## src/rtl/sar_seq_pkg.sv

```systemverilog
// Shared types of the serial successive-approximation sequencer.
package sar_seq_pkg;

    // Frame phases, in the order a frame passes through them.
    typedef enum logic [2:0] {
        ST_IDLE = 3'd0,   // deselected or not yet armed
        ST_HUNT = 3'd1,   // waiting for the start bit
        ST_ADDR = 3'd2,   // taking the mode and select bits
        ST_CONV = 3'd3,   // settling period, then one decision per rise
        ST_TAIL = 3'd4,   // repeating the result LSB first
        ST_DONE = 3'd5    // output released, waiting for deselect
    } frame_state_e;

endpackage

```

## src/rtl/sar_edge_detect.sv

```systemverilog
// Edge detector for a level already synchronous to clk.
// Gives a one-cycle pulse on the chosen edge. Assumes the input is glitch-free
// and stable for at least one clk period around each transition.
module sar_edge_detect #(
    parameter bit FALLING = 1'b0,   // 0: rising edge, 1: falling edge
    parameter bit RST_VAL = 1'b0    // assumed previous level after reset
) (
    input  logic clk,
    input  logic rst_n,
    input  logic level,
    output logic pulse
);
    logic prev_q;

    // Keep the previous sample of the level.
    always_ff @(posedge clk) begin
        if (!rst_n) prev_q <= RST_VAL;
        else        prev_q <= level;
    end

    generate
        if (FALLING) begin : g_fall
            assign pulse = prev_q & ~level;
        end else begin : g_rise
            assign pulse = level & ~prev_q;
        end
    endgenerate
endmodule

```

## src/rtl/sar_frame_ctrl.sv

```systemverilog
// Frame sequencer: it arms on the select edge, hunts for the start bit, counts
// the two address bits, steps the conversion bits downward and then the
// LSB-first repeat upward. All of its outputs are strobes qualified by a
// serial-clock rise. A high clr (chip select released) returns it to idle.
module sar_frame_ctrl
    import sar_seq_pkg::*;
#(
    parameter int RES = 8,
    localparam int CNT_W = $clog2(RES + 1),
    localparam int IDX_W = (RES > 1) ? $clog2(RES) : 1
) (
    input  logic             clk,
    input  logic             rst_n,
    input  logic             clr,
    input  logic             arm,
    input  logic             step,
    input  logic             din,
    output logic             addr_shift,
    output logic             conv_start,
    output logic             decide,
    output logic             conv_last,
    output logic             tail_load,
    output logic             finish,
    output logic [IDX_W-1:0] bit_idx
);
    localparam logic [CNT_W-1:0] TOP_BIT  = CNT_W'(RES - 1);
    localparam logic [CNT_W-1:0] TAIL_END = CNT_W'(RES);

    frame_state_e     state_q;
    logic [CNT_W-1:0] cnt_q;
    logic             addr_cnt_q;

    // Strobes decoded from the current phase and the serial rise.
    assign addr_shift = step && (state_q == ST_ADDR);
    assign conv_start = addr_shift && addr_cnt_q;
    assign decide     = step && (state_q == ST_CONV);
    assign conv_last  = decide && (cnt_q == '0);
    assign tail_load  = step && (state_q == ST_TAIL) && (cnt_q != TAIL_END);
    assign finish     = step && (state_q == ST_TAIL) && (cnt_q == TAIL_END);
    assign bit_idx    = cnt_q[IDX_W-1:0];

    // Phase register, bit counter and address bit counter.
    always_ff @(posedge clk) begin
        if (!rst_n || clr) begin
            state_q    <= ST_IDLE;
            cnt_q      <= '0;
            addr_cnt_q <= 1'b0;
        end else begin
            unique case (state_q)
                ST_IDLE: if (arm) state_q <= ST_HUNT;
                ST_HUNT: begin
                    if (step && din) begin
                        state_q    <= ST_ADDR;
                        addr_cnt_q <= 1'b0;
                    end
                end
                ST_ADDR: begin
                    if (step) begin
                        addr_cnt_q <= 1'b1;
                        if (addr_cnt_q) begin
                            state_q <= ST_CONV;
                            cnt_q   <= TOP_BIT;
                        end
                    end
                end
                ST_CONV: begin
                    if (step) begin
                        if (cnt_q == '0) begin
                            state_q <= ST_TAIL;
                            cnt_q   <= CNT_W'(1);
                        end else begin
                            cnt_q <= cnt_q - 1'b1;
                        end
                    end
                end
                ST_TAIL: begin
                    if (step) begin
                        if (cnt_q == TAIL_END) state_q <= ST_DONE;
                        else                   cnt_q   <= cnt_q + 1'b1;
                    end
                end
                default: state_q <= ST_DONE;
            endcase
        end
    end
endmodule

```

## src/rtl/sar_addr_decode.sv

```systemverilog
// Multiplexer address decoder. The first address bit is the mode bit
// (1 = single-ended) and the second is the select bit (which channel is
// positive). The selection is presented from the last address bit until clr.
module sar_addr_decode (
    input  logic clk,
    input  logic rst_n,
    input  logic clr,
    input  logic shift,
    input  logic latch,
    input  logic din,
    output logic mux_valid,
    output logic mux_pos_ch1,
    output logic mux_diff
);
    logic mode_q;

    // Hold the mode bit, then present the full selection when the select bit arrives.
    always_ff @(posedge clk) begin
        if (!rst_n || clr) begin
            mode_q      <= 1'b0;
            mux_valid   <= 1'b0;
            mux_pos_ch1 <= 1'b0;
            mux_diff    <= 1'b0;
        end else if (latch) begin
            mux_valid   <= 1'b1;
            mux_pos_ch1 <= din;
            mux_diff    <= ~mode_q;
        end else if (shift) begin
            mode_q <= din;
        end
    end
endmodule

```

## src/rtl/sar_approx.sv

```systemverilog
// Successive-approximation register. It presents the decided bits plus the
// bit under test to the ladder, and on each decide strobe keeps that bit
// unless the comparator reports the input below the ladder.
module sar_approx #(
    parameter int RES = 8,
    localparam int IDX_W = (RES > 1) ? $clog2(RES) : 1
) (
    input  logic             clk,
    input  logic             rst_n,
    input  logic             clr,
    input  logic             start,
    input  logic             decide,
    input  logic             last,
    input  logic [IDX_W-1:0] bit_idx,
    input  logic             cmp_below,
    output logic             decision,
    output logic [RES-1:0]   result,
    output logic [RES-1:0]   trial_code
);
    logic           active_q;
    logic [RES-1:0] probe;

    assign decision = ~cmp_below;
    assign probe    = {{(RES-1){1'b0}}, 1'b1} << bit_idx;
    // Ladder code: only while a search is running.
    assign trial_code = active_q ? (result | probe) : '0;

    // Decided bits and the running flag of the search.
    always_ff @(posedge clk) begin
        if (!rst_n || clr) begin
            result   <= '0;
            active_q <= 1'b0;
        end else if (start) begin
            result   <= '0;
            active_q <= 1'b1;
        end else if (decide) begin
            result[bit_idx] <= decision;
            if (last) active_q <= 1'b0;
        end
    end
endmodule

```

## src/rtl/sar_dout_drive.sv

```systemverilog
// Serial output stage. It drives low during settling, shows each decision
// as it is made, replays the result LSB first and then releases the line.
// The line is high impedance outside that window (dout_oe = 0).
module sar_dout_drive #(
    parameter int RES = 8,
    localparam int IDX_W = (RES > 1) ? $clog2(RES) : 1
) (
    input  logic             clk,
    input  logic             rst_n,
    input  logic             clr,
    input  logic             start,
    input  logic             decide,
    input  logic             decision,
    input  logic             tail_load,
    input  logic             finish,
    input  logic [IDX_W-1:0] bit_idx,
    input  logic [RES-1:0]   result,
    output logic             dout,
    output logic             dout_oe
);
    // Output bit and its enable.
    always_ff @(posedge clk) begin
        if (!rst_n || clr || finish) begin
            dout    <= 1'b0;
            dout_oe <= 1'b0;
        end else if (start) begin
            dout    <= 1'b0;
            dout_oe <= 1'b1;
        end else if (decide) begin
            dout <= decision;
        end else if (tail_load) begin
            dout <= result[bit_idx];
        end
    end
endmodule

```

## src/rtl/sar_serial_seq.sv

```systemverilog
// Top of the serial successive-approximation sequencer. It assumes cs_n,
// sclk and din are synchronous to clk and that each sclk level lasts at
// least two clk periods. A high cs_n clears the whole block synchronously.
module sar_serial_seq #(
    parameter int RES = 8
) (
    input  logic           clk,
    input  logic           rst_n,
    input  logic           cs_n,
    input  logic           sclk,
    input  logic           din,
    input  logic           cmp_below,
    output logic [RES-1:0] trial_code,
    output logic           mux_valid,
    output logic           mux_pos_ch1,
    output logic           mux_diff,
    output logic           dout,
    output logic           dout_oe
);
    localparam int IDX_W = (RES > 1) ? $clog2(RES) : 1;

    logic             arm, step;
    logic             addr_shift, conv_start, decide, conv_last;
    logic             tail_load, finish, decision;
    logic [IDX_W-1:0] bit_idx;
    logic [RES-1:0]   result;

    sar_edge_detect #(.FALLING(1'b1), .RST_VAL(1'b0)) u_cs_edge (
        .clk(clk), .rst_n(rst_n), .level(cs_n), .pulse(arm)
    );

    sar_edge_detect #(.FALLING(1'b0), .RST_VAL(1'b0)) u_sclk_edge (
        .clk(clk), .rst_n(rst_n), .level(sclk), .pulse(step)
    );

    sar_frame_ctrl #(.RES(RES)) u_ctrl (
        .clk(clk), .rst_n(rst_n), .clr(cs_n), .arm(arm), .step(step),
        .din(din), .addr_shift(addr_shift), .conv_start(conv_start),
        .decide(decide), .conv_last(conv_last), .tail_load(tail_load),
        .finish(finish), .bit_idx(bit_idx)
    );

    sar_addr_decode u_addr (
        .clk(clk), .rst_n(rst_n), .clr(cs_n), .shift(addr_shift),
        .latch(conv_start), .din(din), .mux_valid(mux_valid),
        .mux_pos_ch1(mux_pos_ch1), .mux_diff(mux_diff)
    );

    sar_approx #(.RES(RES)) u_sar (
        .clk(clk), .rst_n(rst_n), .clr(cs_n), .start(conv_start),
        .decide(decide), .last(conv_last), .bit_idx(bit_idx),
        .cmp_below(cmp_below), .decision(decision), .result(result),
        .trial_code(trial_code)
    );

    sar_dout_drive #(.RES(RES)) u_out (
        .clk(clk), .rst_n(rst_n), .clr(cs_n), .start(conv_start),
        .decide(decide), .decision(decision), .tail_load(tail_load),
        .finish(finish), .bit_idx(bit_idx), .result(result),
        .dout(dout), .dout_oe(dout_oe)
    );
endmodule

```

## config.mk

```make
export PLATFORM = sky130hd
export DESIGN_NAME = sar_serial_seq
export DESIGN_NICKNAME = d
export VERILOG_FILES = /design/src/rtl/sar_seq_pkg.sv /design/src/rtl/sar_edge_detect.sv /design/src/rtl/sar_frame_ctrl.sv /design/src/rtl/sar_addr_decode.sv /design/src/rtl/sar_approx.sv /design/src/rtl/sar_dout_drive.sv /design/src/rtl/sar_serial_seq.sv
export SDC_FILE = /design/constraint.sdc
export NUM_CORES = 1
export LEC_CHECK = 0
export ABC_AREA = 1
export BUFFER_PORTS_ARGS = -buffer_cell sky130_fd_sc_hd__buf_2
export CELL_PAD_IN_SITES_DETAIL_PLACEMENT = 0
export CELL_PAD_IN_SITES_GLOBAL_PLACEMENT = 2
export CORE_MARGIN = 5
export CORE_UTILIZATION = 29
export CTS_BUF_LIST = sky130_fd_sc_hd__clkbuf_8
export DETAILED_ROUTE_END_ITERATION = 12
export GPL_ROUTABILITY_DRIVEN = 0
export GPL_TIMING_DRIVEN = 0
export PLACE_DENSITY = 0.83
export SETUP_SLACK_MARGIN = 0.3
export SLEW_MARGIN = 25
export SYNTH_ARGS = -nofsm -noshare
export SYNTH_HDL_FRONTEND = slang
export SYNTH_SLANG_ARGS = --single-unit
```

## constraint.sdc

```tcl
create_clock -name clk -period 1.6 [get_ports clk]
set_input_delay 0.24 -clock clk [delete_from_list [all_inputs] [get_ports clk]]
set_output_delay 0.24 -clock clk [all_outputs]
set_load 0.05 [all_outputs]
```

==> summary.md, run 1 <==
| Metric | Value |
|---|---|
| Run status | `finished clean` |
| Worst Hold Class | `in -> reg` |
| Critical path startpoint | `u_ctrl.cnt_q[1]$_SDFFE_PP0P_` |
| Largest family of logic cells by synthesized area | `simple AND/OR/NAND/NOR gates` |
| I/O pins | `19` |
| Total negative slack | `0 ps` |
| Warnings from Yosys | `0` |
| DRT antenna net count | `0` |
| Final core area utilization | `0.488` |
| Worst VDD drop | `0.345 mV` |
| Buf/Inv on CP | `3` |
| CTS tree | `done` |
| Antenna cell count | `0` |
| Count of different cell masters after synthesis | `27` |
| DRT iter0 DRCs | `66` |
| Synth top area share | `0.317` |
| Clock group share of total power | `0.332` |
| Worst-Margin Slew | `464 ps` |
| CP max stage delay | `just under 400 ps` |
| Simple-Gate Fraction of Synth Area | `0.394` |
| Period Utilization, post-route | `0.998` |
| Synth Area in Compound Gates | `0.132` |
| Mux cell area share after synthesis | `0` |
| Crit Path Class | `reg -> out` |
| Post-synth EDFFs | `0` |
| Clock latency on the worst-skew pair | `270 ps` |
| RR Endpoint | `u_ctrl.state_q[0]$_SDFFE_PP0P_` |
| Synth Area in XOR/XNOR | `0.00556` |
| Critical Path Most Common Cell | `nor2_4` |
| Fin Clk Skew | `around 4.0 ps` |
| Total congestion overflow | `0` |
| Cts bufs inserted | `3` |
| Starting Density | `0.303` |
| Asr flop ratio synth | `0` |
| DP Wirelength | `roughly 3.2 mm` |
| Leading cell type by number of instances after synthesis | `nand2_1` |
| Synth Register Bits | `25` |
| CP arrival | `roughly 1400 ps` |
| Critical Path, Cell by Cell | `inv_6 > ha_4 > inv_2 > nor2_4 > nor2_4 > nor2_4 > buf_6` |
| Reg2reg path depth | `12` |
| Placed Area | `about 1900 um^2` |
| Routed len/inst | `roughly 13 um` |
| Drt pass-1 iters | `4` |
| Worst path top cell family by delay | `flip-flops` |
| Most instantiated cells after synthesis | `nand2_1 (58), inv_1 (28), a21oi_1 (27), nor2_1 (27), dfxtp_1 (25)` |
| Crit-path slowest cell | `dfxtp_4` |
| Tmin final | `approximately 1600 ps` |
| Power Density | `~470 nW/um^2` |
| Vias per inst | `approximately 4.7` |
| GRT Overall Usage | `0.138` |
| Largest net degree at the start of global routing | `16` |
| Clk slew on worst S/H paths | `100 ps` |
| Final count of pins violating max slew | `0` |
| Max Root-Sink Buffers | `2` |
| Worst Path Required | `between 1000 and 1500 ps` |
| Core footprint | `about 5200 um^2` |
| Area Growth Syn to Fin | `61.0%` |
| Total clock sinks | `25` |
| CP Capture Point | `trial_code[0]` |
| H-tree depth | `1` |
| Final setup fails | `0` |
| Share of cells above drive strength 1 | `0.498` |
| Post-synthesis sequential area ratio | `0.317` |
| Avg Inst Size Synth | `around 6.5 um^2` |
| Vias in the first global route | `approximately 1600` |
| Initial antenna violation count | `0` |
| First-pass GRT wire length | `8.00 mm` |
| Comb power frac | `0.143` |
| Rows | `26` |
| Main synth FF type | `dfxtp_1` |
| Slew HR | `0.690` |
| Min Hold Slack | `between 150 and 200 ps` |
| CTS root buffer | `clkbuf_8` |
| NumNets Final | `307` |
| Vias | `~1700` |
| Sw Pwr | `approximately 340 uW` |
| Worst slack, placed | `3.66 ps` |
| Reg-to-reg setup timing slack | `90 ps` |
| Synth top area cells | `dfxtp_1 (32%), nand2_1 (14%), a21oi_1 (8.6%), nand3_1 (7.0%), inv_1 (6.7%)` |
| Routed wire length | `between 4 and 5 mm` |
| Crit. End Element | `output port` |
| Critical Path Stages | `7` |
| Max Fclk | `between 0.6 and 0.7 GHz` |
| Max Cap Viol | `0` |
| Die Ht | `approximately 84 um` |
| DIE AREA | `between 7000 and 8000 um^2` |
| Switch share | `0.280` |
| Port bufs | `18` |
| Cell Area, Synth | `1580 um^2` |
| Sequential fraction of design power | `0.524` |
| Final setup margin | `2.84 ps` |
| Syn_nets | `around 260` |
| Crit start category | `flop` |
| Hold Fails Final Rpt | `0` |
| Die outline width | `about 84 um` |
| Crit Path Max Fanout | `5` |
| RR Startpoint | `u_ctrl.cnt_q[1]$_SDFFE_PP0P_` |
| Leak | `around 0.0011 uW` |
| Cell taking the most area after synthesis | `dfxtp_1` |
| Internal power | `866 uW` |
| RSZ-0062 raised after global routing | `true` |
| Final instance area | `between 2000 and 3000 um^2` |
| Gate Count Post-Synth | `242` |
| Post-route DRC | `0` |
| Synth Area in Adders | `0.0556` |
## placed cells by master (no fill, tap or decap), types with 2 or more instances in the layout
cell         n
ha_2         2
a21oi_1     14
ha_1         2
nand2_1     46
buf_2       10
o21ai_1      5
o21ai_0      5
buf_12       2
inv_1       22
buf_6       13
nand3_1     18
nand3_2      2
inv_6        3
inv_2        4
nand2_2     13
dfxtp_4      5
nand3_4      2
buf_4       22
dfxtp_1     18
clkinvlp_4   4
a21oi_2     10
dfxtp_2      2
clkbuf_8     3
ha_4         3
nor2_4      18
nand2_4      6
nor2_1      11
o21ai_2      3
nor2_2       6
a21oi_4      3
## worst min path at each step
| stage | startpoint | end | slack, ps | depth (start not counted) |
|---|---|---|---|---|
| floorplan | cmp_below | u_sar.result[0]$_SDFFE_PP0P_ | 330 | 1 |
| global placement | u_addr.mux_pos_ch1$_SDFFE_PP0P_ | u_addr.mux_pos_ch1$_SDFFE_PP0P_ | 430 | 2 |
| detailed placement | u_out.dout_oe$_SDFFE_PP0P_ | u_out.dout_oe$_SDFFE_PP0P_ | 430 | 2 |
| CTS | cs_n | u_cs_edge.prev_q$_SDFF_PN0_ | 140 | 3 |
| global route | rst_n | u_sclk_edge.prev_q$_SDFF_PN0_ | 160 | 3 |
| finish | cs_n | u_cs_edge.prev_q$_SDFF_PN0_ | 150 | 3 |
## kinds of logic after synthesis
family          count (synthesis)
fa+ha+maj                       7
xor+xnor                        1
buf+inv                        37
compound gates                 41
flops                          25
simple gates                  131
## layout make-up
class / instances / area [um^2]
multi-input combinational: 181 / 1290
timing repair buffer: 46 / 394
clock inverter: 1 / 7.51
tap: 70 / 87.6
sequential: 25 / 522
inverter: 35 / 173
clock buffer: 3 / 41.3
buffer: 2 / 22.5
fill: 530 / 2670
## stage by stage
stage	total power (uW)	cells
after floorplan	734	242
after global placement	768	330
after detailed placement	767	330
after CTS	1190	351
after global routing	1280	363
final	1200	363
## metal layers
layer | vias up | global-route usage | share of wire
met1 | 810 | 0.184 | 0.46
met5 | - | 0 | 0
met2 | 23 | 0.231 | 0.50
met4 | 0 | 0.0263 | 0.0052
met3 | 2 | 0.0267 | 0.033
li1 | 883 | - | -
## flip-flops by register name, indices dropped and copies added, names as in the netlist
signal	cells
u_ctrl.state_q	3
u_sar.result	8
u_addr.mux_diff	1
u_out.dout	1
u_sclk_edge.prev_q	1
u_ctrl.addr_cnt_q	1
u_sar.active_q	1
u_addr.mode_q	1
u_ctrl.cnt_q	4
u_out.dout_oe	1
u_addr.mux_pos_ch1	1
u_cs_edge.prev_q	1
u_addr.mux_valid	1
## what timing repair did
item	CTS	global route
gates resized for setup	61	56
setup endpoints to repair	24	31
setup buffers	16	12
gates cloned	1	0
pin swaps	17	14
hold endpoints to repair	0	0
hold buffers	0	0
## power by group through the flow
stage,Combinational (uW),Sequential (uW),Clock [uW]
after global routing,193,632,452
after floorplan,86.2,647,0
after global placement,119,649,0
after CTS,137,634,423
after detailed placement,118,649,0
final,173,631,400
## tightest hold or removal path, cell delays in order
cell,delay (ps)
buf_2,80
nand2_1,40
inv_1,40
No activity file was read; power rests on OpenSTA's default activity.
==> run 2, diff against run 1 <==
--- a/config.mk
+++ b/config.mk
@@ -10,12 +10,11 @@
 export CELL_PAD_IN_SITES_DETAIL_PLACEMENT = 0
 export CELL_PAD_IN_SITES_GLOBAL_PLACEMENT = 2
 export CORE_MARGIN = 5
-export CORE_UTILIZATION = 29
-export CTS_BUF_LIST = sky130_fd_sc_hd__clkbuf_8
+export CORE_UTILIZATION = 28
 export DETAILED_ROUTE_END_ITERATION = 12
 export GPL_ROUTABILITY_DRIVEN = 0
 export GPL_TIMING_DRIVEN = 0
-export PLACE_DENSITY = 0.83
+export PLACE_DENSITY = 0.8
 export SETUP_SLACK_MARGIN = 0.3
 export SLEW_MARGIN = 25
 export SYNTH_ARGS = -nofsm -noshare
==> run 2 against run 1 <==
  * Sequential share of layout area shrank 0.23 points
  * Total power grew 1.3%
  * Hold slack worse by 3.7 ps
  * The run now ends with negative setup slack left
  * Largest cell class unchanged
  * Maximum frequency decreased by 0.92%
  * Largest power group unchanged
  * Register-to-register slack worse by 20 ps
  * Clock skew decreased by 1.2 ps
  * First-iteration DRC count fell by 15%
==> summary.md, run 2 (same netlist as run 1, synthesis figures left out) <==
| Metric | Value |
|---|---|
| Initial antenna violation count | `0 (unchanged)` |
| Total clock sinks | `25 (unchanged)` |
| DP Wirelength | `3.35 mm (+4.2%)` |
| Total congestion overflow | `0 (unchanged)` |
| Cts bufs inserted | `3 (unchanged)` |
| Crit-path slowest cell | `dfxtp_4` |
| I/O pins | `19 (unchanged)` |
| Worst path top cell family by delay | `flip-flops` |
| Hold Fails Final Rpt | `0 (unchanged)` |
| Final setup fails | `1 (+1)` |
| Critical Path, Cell by Cell | `inv_8 > ha_4 > inv_2 > nor2_4 > nor2_4 > nor2_4 > buf_6` |
| Share of cells above drive strength 1 | `0.510 (+0.0121)` |
| Buf/Inv on CP | `3 (unchanged)` |
| Final instance area | `2530 um^2 (-0.34%)` |
| Drt pass-1 iters | `4 (unchanged)` |
| Area Growth Syn to Fin | `60.4%` |
| CP max stage delay | `400 ps (about the same)` |
| Tmin final | `1610 ps (+14.8 ps)` |
| Reg2reg path depth | `11 (-1)` |
| Worst VDD drop | `0.478 mV (+39%)` |
| Port bufs | `18 (unchanged)` |
| Final setup margin | `-11.9 ps (-14.8 ps)` |
| Leading cell type in the layout, fill and taps excluded | `nand2_1` |
| GRT Overall Usage | `0.137 (-0.00112)` |
| Post-route DRC | `0 (unchanged)` |
| # fillers | `570 (+7.5%)` |
| Hold Crit Depth | `3 (unchanged)` |
| Routed wire length | `4.85 mm (+0.48%)` |
| NumNets Final | `304 (-0.98%)` |
| Critical Path Stages | `7 (unchanged)` |
| CTS root buffer | `clkbuf_8` |
| Power Density | `482 nW/um^2 (+1.7%)` |
| Leak | `0.00107 uW (-1.6%)` |
| Crit. End Element | `output port` |
| RSZ-0062 raised after global routing | `true` |
| Routed len/inst | `13.4 um (+0.75%)` |
| First-pass GRT wire length | `8.02 mm (+0.25%)` |
| Vias per inst | `4.76 (+0.57%)` |
| Core footprint | `5470 um^2 (+5.1%)` |
| CTS tree | `done` |
| Critical Path Most Common Cell | `nor2_4` |
| Period Utilization, post-route | `1.01 (+0.00924)` |
| DIE AREA | `7230 um^2 (+3.1%)` |
| Run status | `finished with violations` |
| Vias in the first global route | `1678 (+2.9%)` |
| Clk slew on worst S/H paths | `100 ps (about the same)` |
| Placed Area | `1850 um^2 (+0.14%)` |
| Vias | `1723 (+0.29%)` |
| Crit Path Max Fanout | `7 (+2)` |
| Worst Path Required | `1360 ps (about the same)` |
| Max Root-Sink Buffers | `2 (unchanged)` |
| Antenna cell count | `0 (unchanged)` |
| Cell total after placement | `332 (+0.61%)` |
| Max FFs per register | `8 (unchanged)` |
| Crit Path Class | `reg -> out` |
| Die Ht | `85.0 um (+1.6%)` |
| H-tree depth | `1 (unchanged)` |
| Rows | `27 (+3.8%)` |
| Fin Clk Skew | `2.79 ps (-1.20 ps)` |
| Largest net degree at the start of global routing | `16 (unchanged)` |
| Slew HR | `0.705 (+0.0147)` |
| Starting Density | `0.288 (-0.0148)` |
| Most flops, register | `u_sar.result` |
| CP arrival | `1370 ps (about the same)` |
| DRT antenna net count | `0 (unchanged)` |
| DRT iter0 DRCs | `56 (-15%)` |
| CTS Hold Bufs | `0 (unchanged)` |
| Max Fclk | `0.620 GHz (-0.92%)` |
| Max Cap Viol | `0 (unchanged)` |
| Final count of pins violating max slew | `0 (unchanged)` |
| Worst-Margin Slew | `442 ps (-22.0 ps)` |
| Non-Filler Instances | `362 (-0.28%)` |
| Die outline width | `85.0 um (+1.6%)` |
| Final core area utilization | `0.462 (-0.0255)` |
| Crit start category | `flop` |
| Largest regs | `u_sar.result (8), u_ctrl.cnt_q (4), u_ctrl.state_q (3)` |
| Clock latency on the worst-skew pair | `270 ps (about the same)` |
| Worst Hold Class | `in -> reg` |
| Failing checks | `negative setup slack` |
| Commonest non-fill, non-tap cells in the layout | `nand2_1 (45), inv_1 (20), buf_4 (19)` |
-- run 2: worst paths after layout --
path | from | endpoint | slack (ps)
worst max-delay path | u_ctrl.cnt_q[0]$_SDFFE_PP0P_ | trial_code[0] | -10
worst min-delay path | cs_n | u_cs_edge.prev_q$_SDFF_PN0_ | 150
worst max register to register | u_ctrl.cnt_q[0]$_SDFFE_PP0P_ | u_ctrl.state_q[0]$_SDFFE_PP0P_ | 70
worst min register to register | u_addr.mux_pos_ch1$_SDFFE_PP0P_ | u_addr.mux_pos_ch1$_SDFFE_PP0P_ | 450
-- run 2: layer usage --
layer | part of all wire | wire [um] | global-route usage
met1 | 0.46 | 2250 | 0.176
met2 | 0.50 | 2420 | 0.239
met3 | 0.028 | 134 | 0.0272
met4 | 0.0089 | 43 | 0.0230
met5 | 0 | 0 | 0
-- run 2: area by class of cell --
| type | count | area, um^2 | area share |
|---|---|---|---|
| Inverter | 35 | 171 | 0.0678 |
| Timing Repair Buffer | 43 | 368 | 0.145 |
| Sequential cell | 25 | 514 | 0.203 |
| Clock buffer | 3 | 41.3 | 0.0163 |
| Buffer | 2 | 22.5 | 0.00891 |
| Clock inverter | 1 | 7.51 | 0.00297 |
| Multi-Input combinational cell | 181 | 1310 | 0.520 |
| Tap cell | 72 | 90.1 | 0.0356 |
-- run 2: through the flow --
| stage | power (uW) | TNS [ps] | worst slack (ps) | hold WS [ps] |
|---|---|---|---|---|
| detailed placement | 769 | -37.4 | -20.7 | 432 |
| floorplan | 734 | 0 | 262 | 329 |
| CTS | 1200 | -19.3 | -19.3 | 149 |
| global route | 1270 | -452 | -95.3 | 162 |
| global placement | 769 | -80.3 | -19.0 | 434 |
| finish | 1220 | -11.9 | -11.9 | 148 |
-- run 2: worst reg2reg max path: cells and delay by family, from the launching register on --
kind,cells,cell delay [ps]
simple gates,7,550
flops,1,400
buf+inv,3,320
fa+ha+maj,1,160
-- run 2: timing repair --
| item | in CTS | in global routing |
|---|---|---|
| setup buffers | 19 | 6 |
| hold endpoints to repair | 0 | 0 |
| setup endpoints to repair | 25 | 30 |
| gates resized for setup | 73 | 49 |
| gates cloned | 1 | 0 |
| pin swaps | 21 | 15 |
-- run 2: where the power goes --
part / internal [uW] / switching, uW / leakage, uW
clock network: 177 / 228 / 0.0000217
registers: 627 / 8.27 / 0.000206
logic: 68.3 / 111 / 0.000842
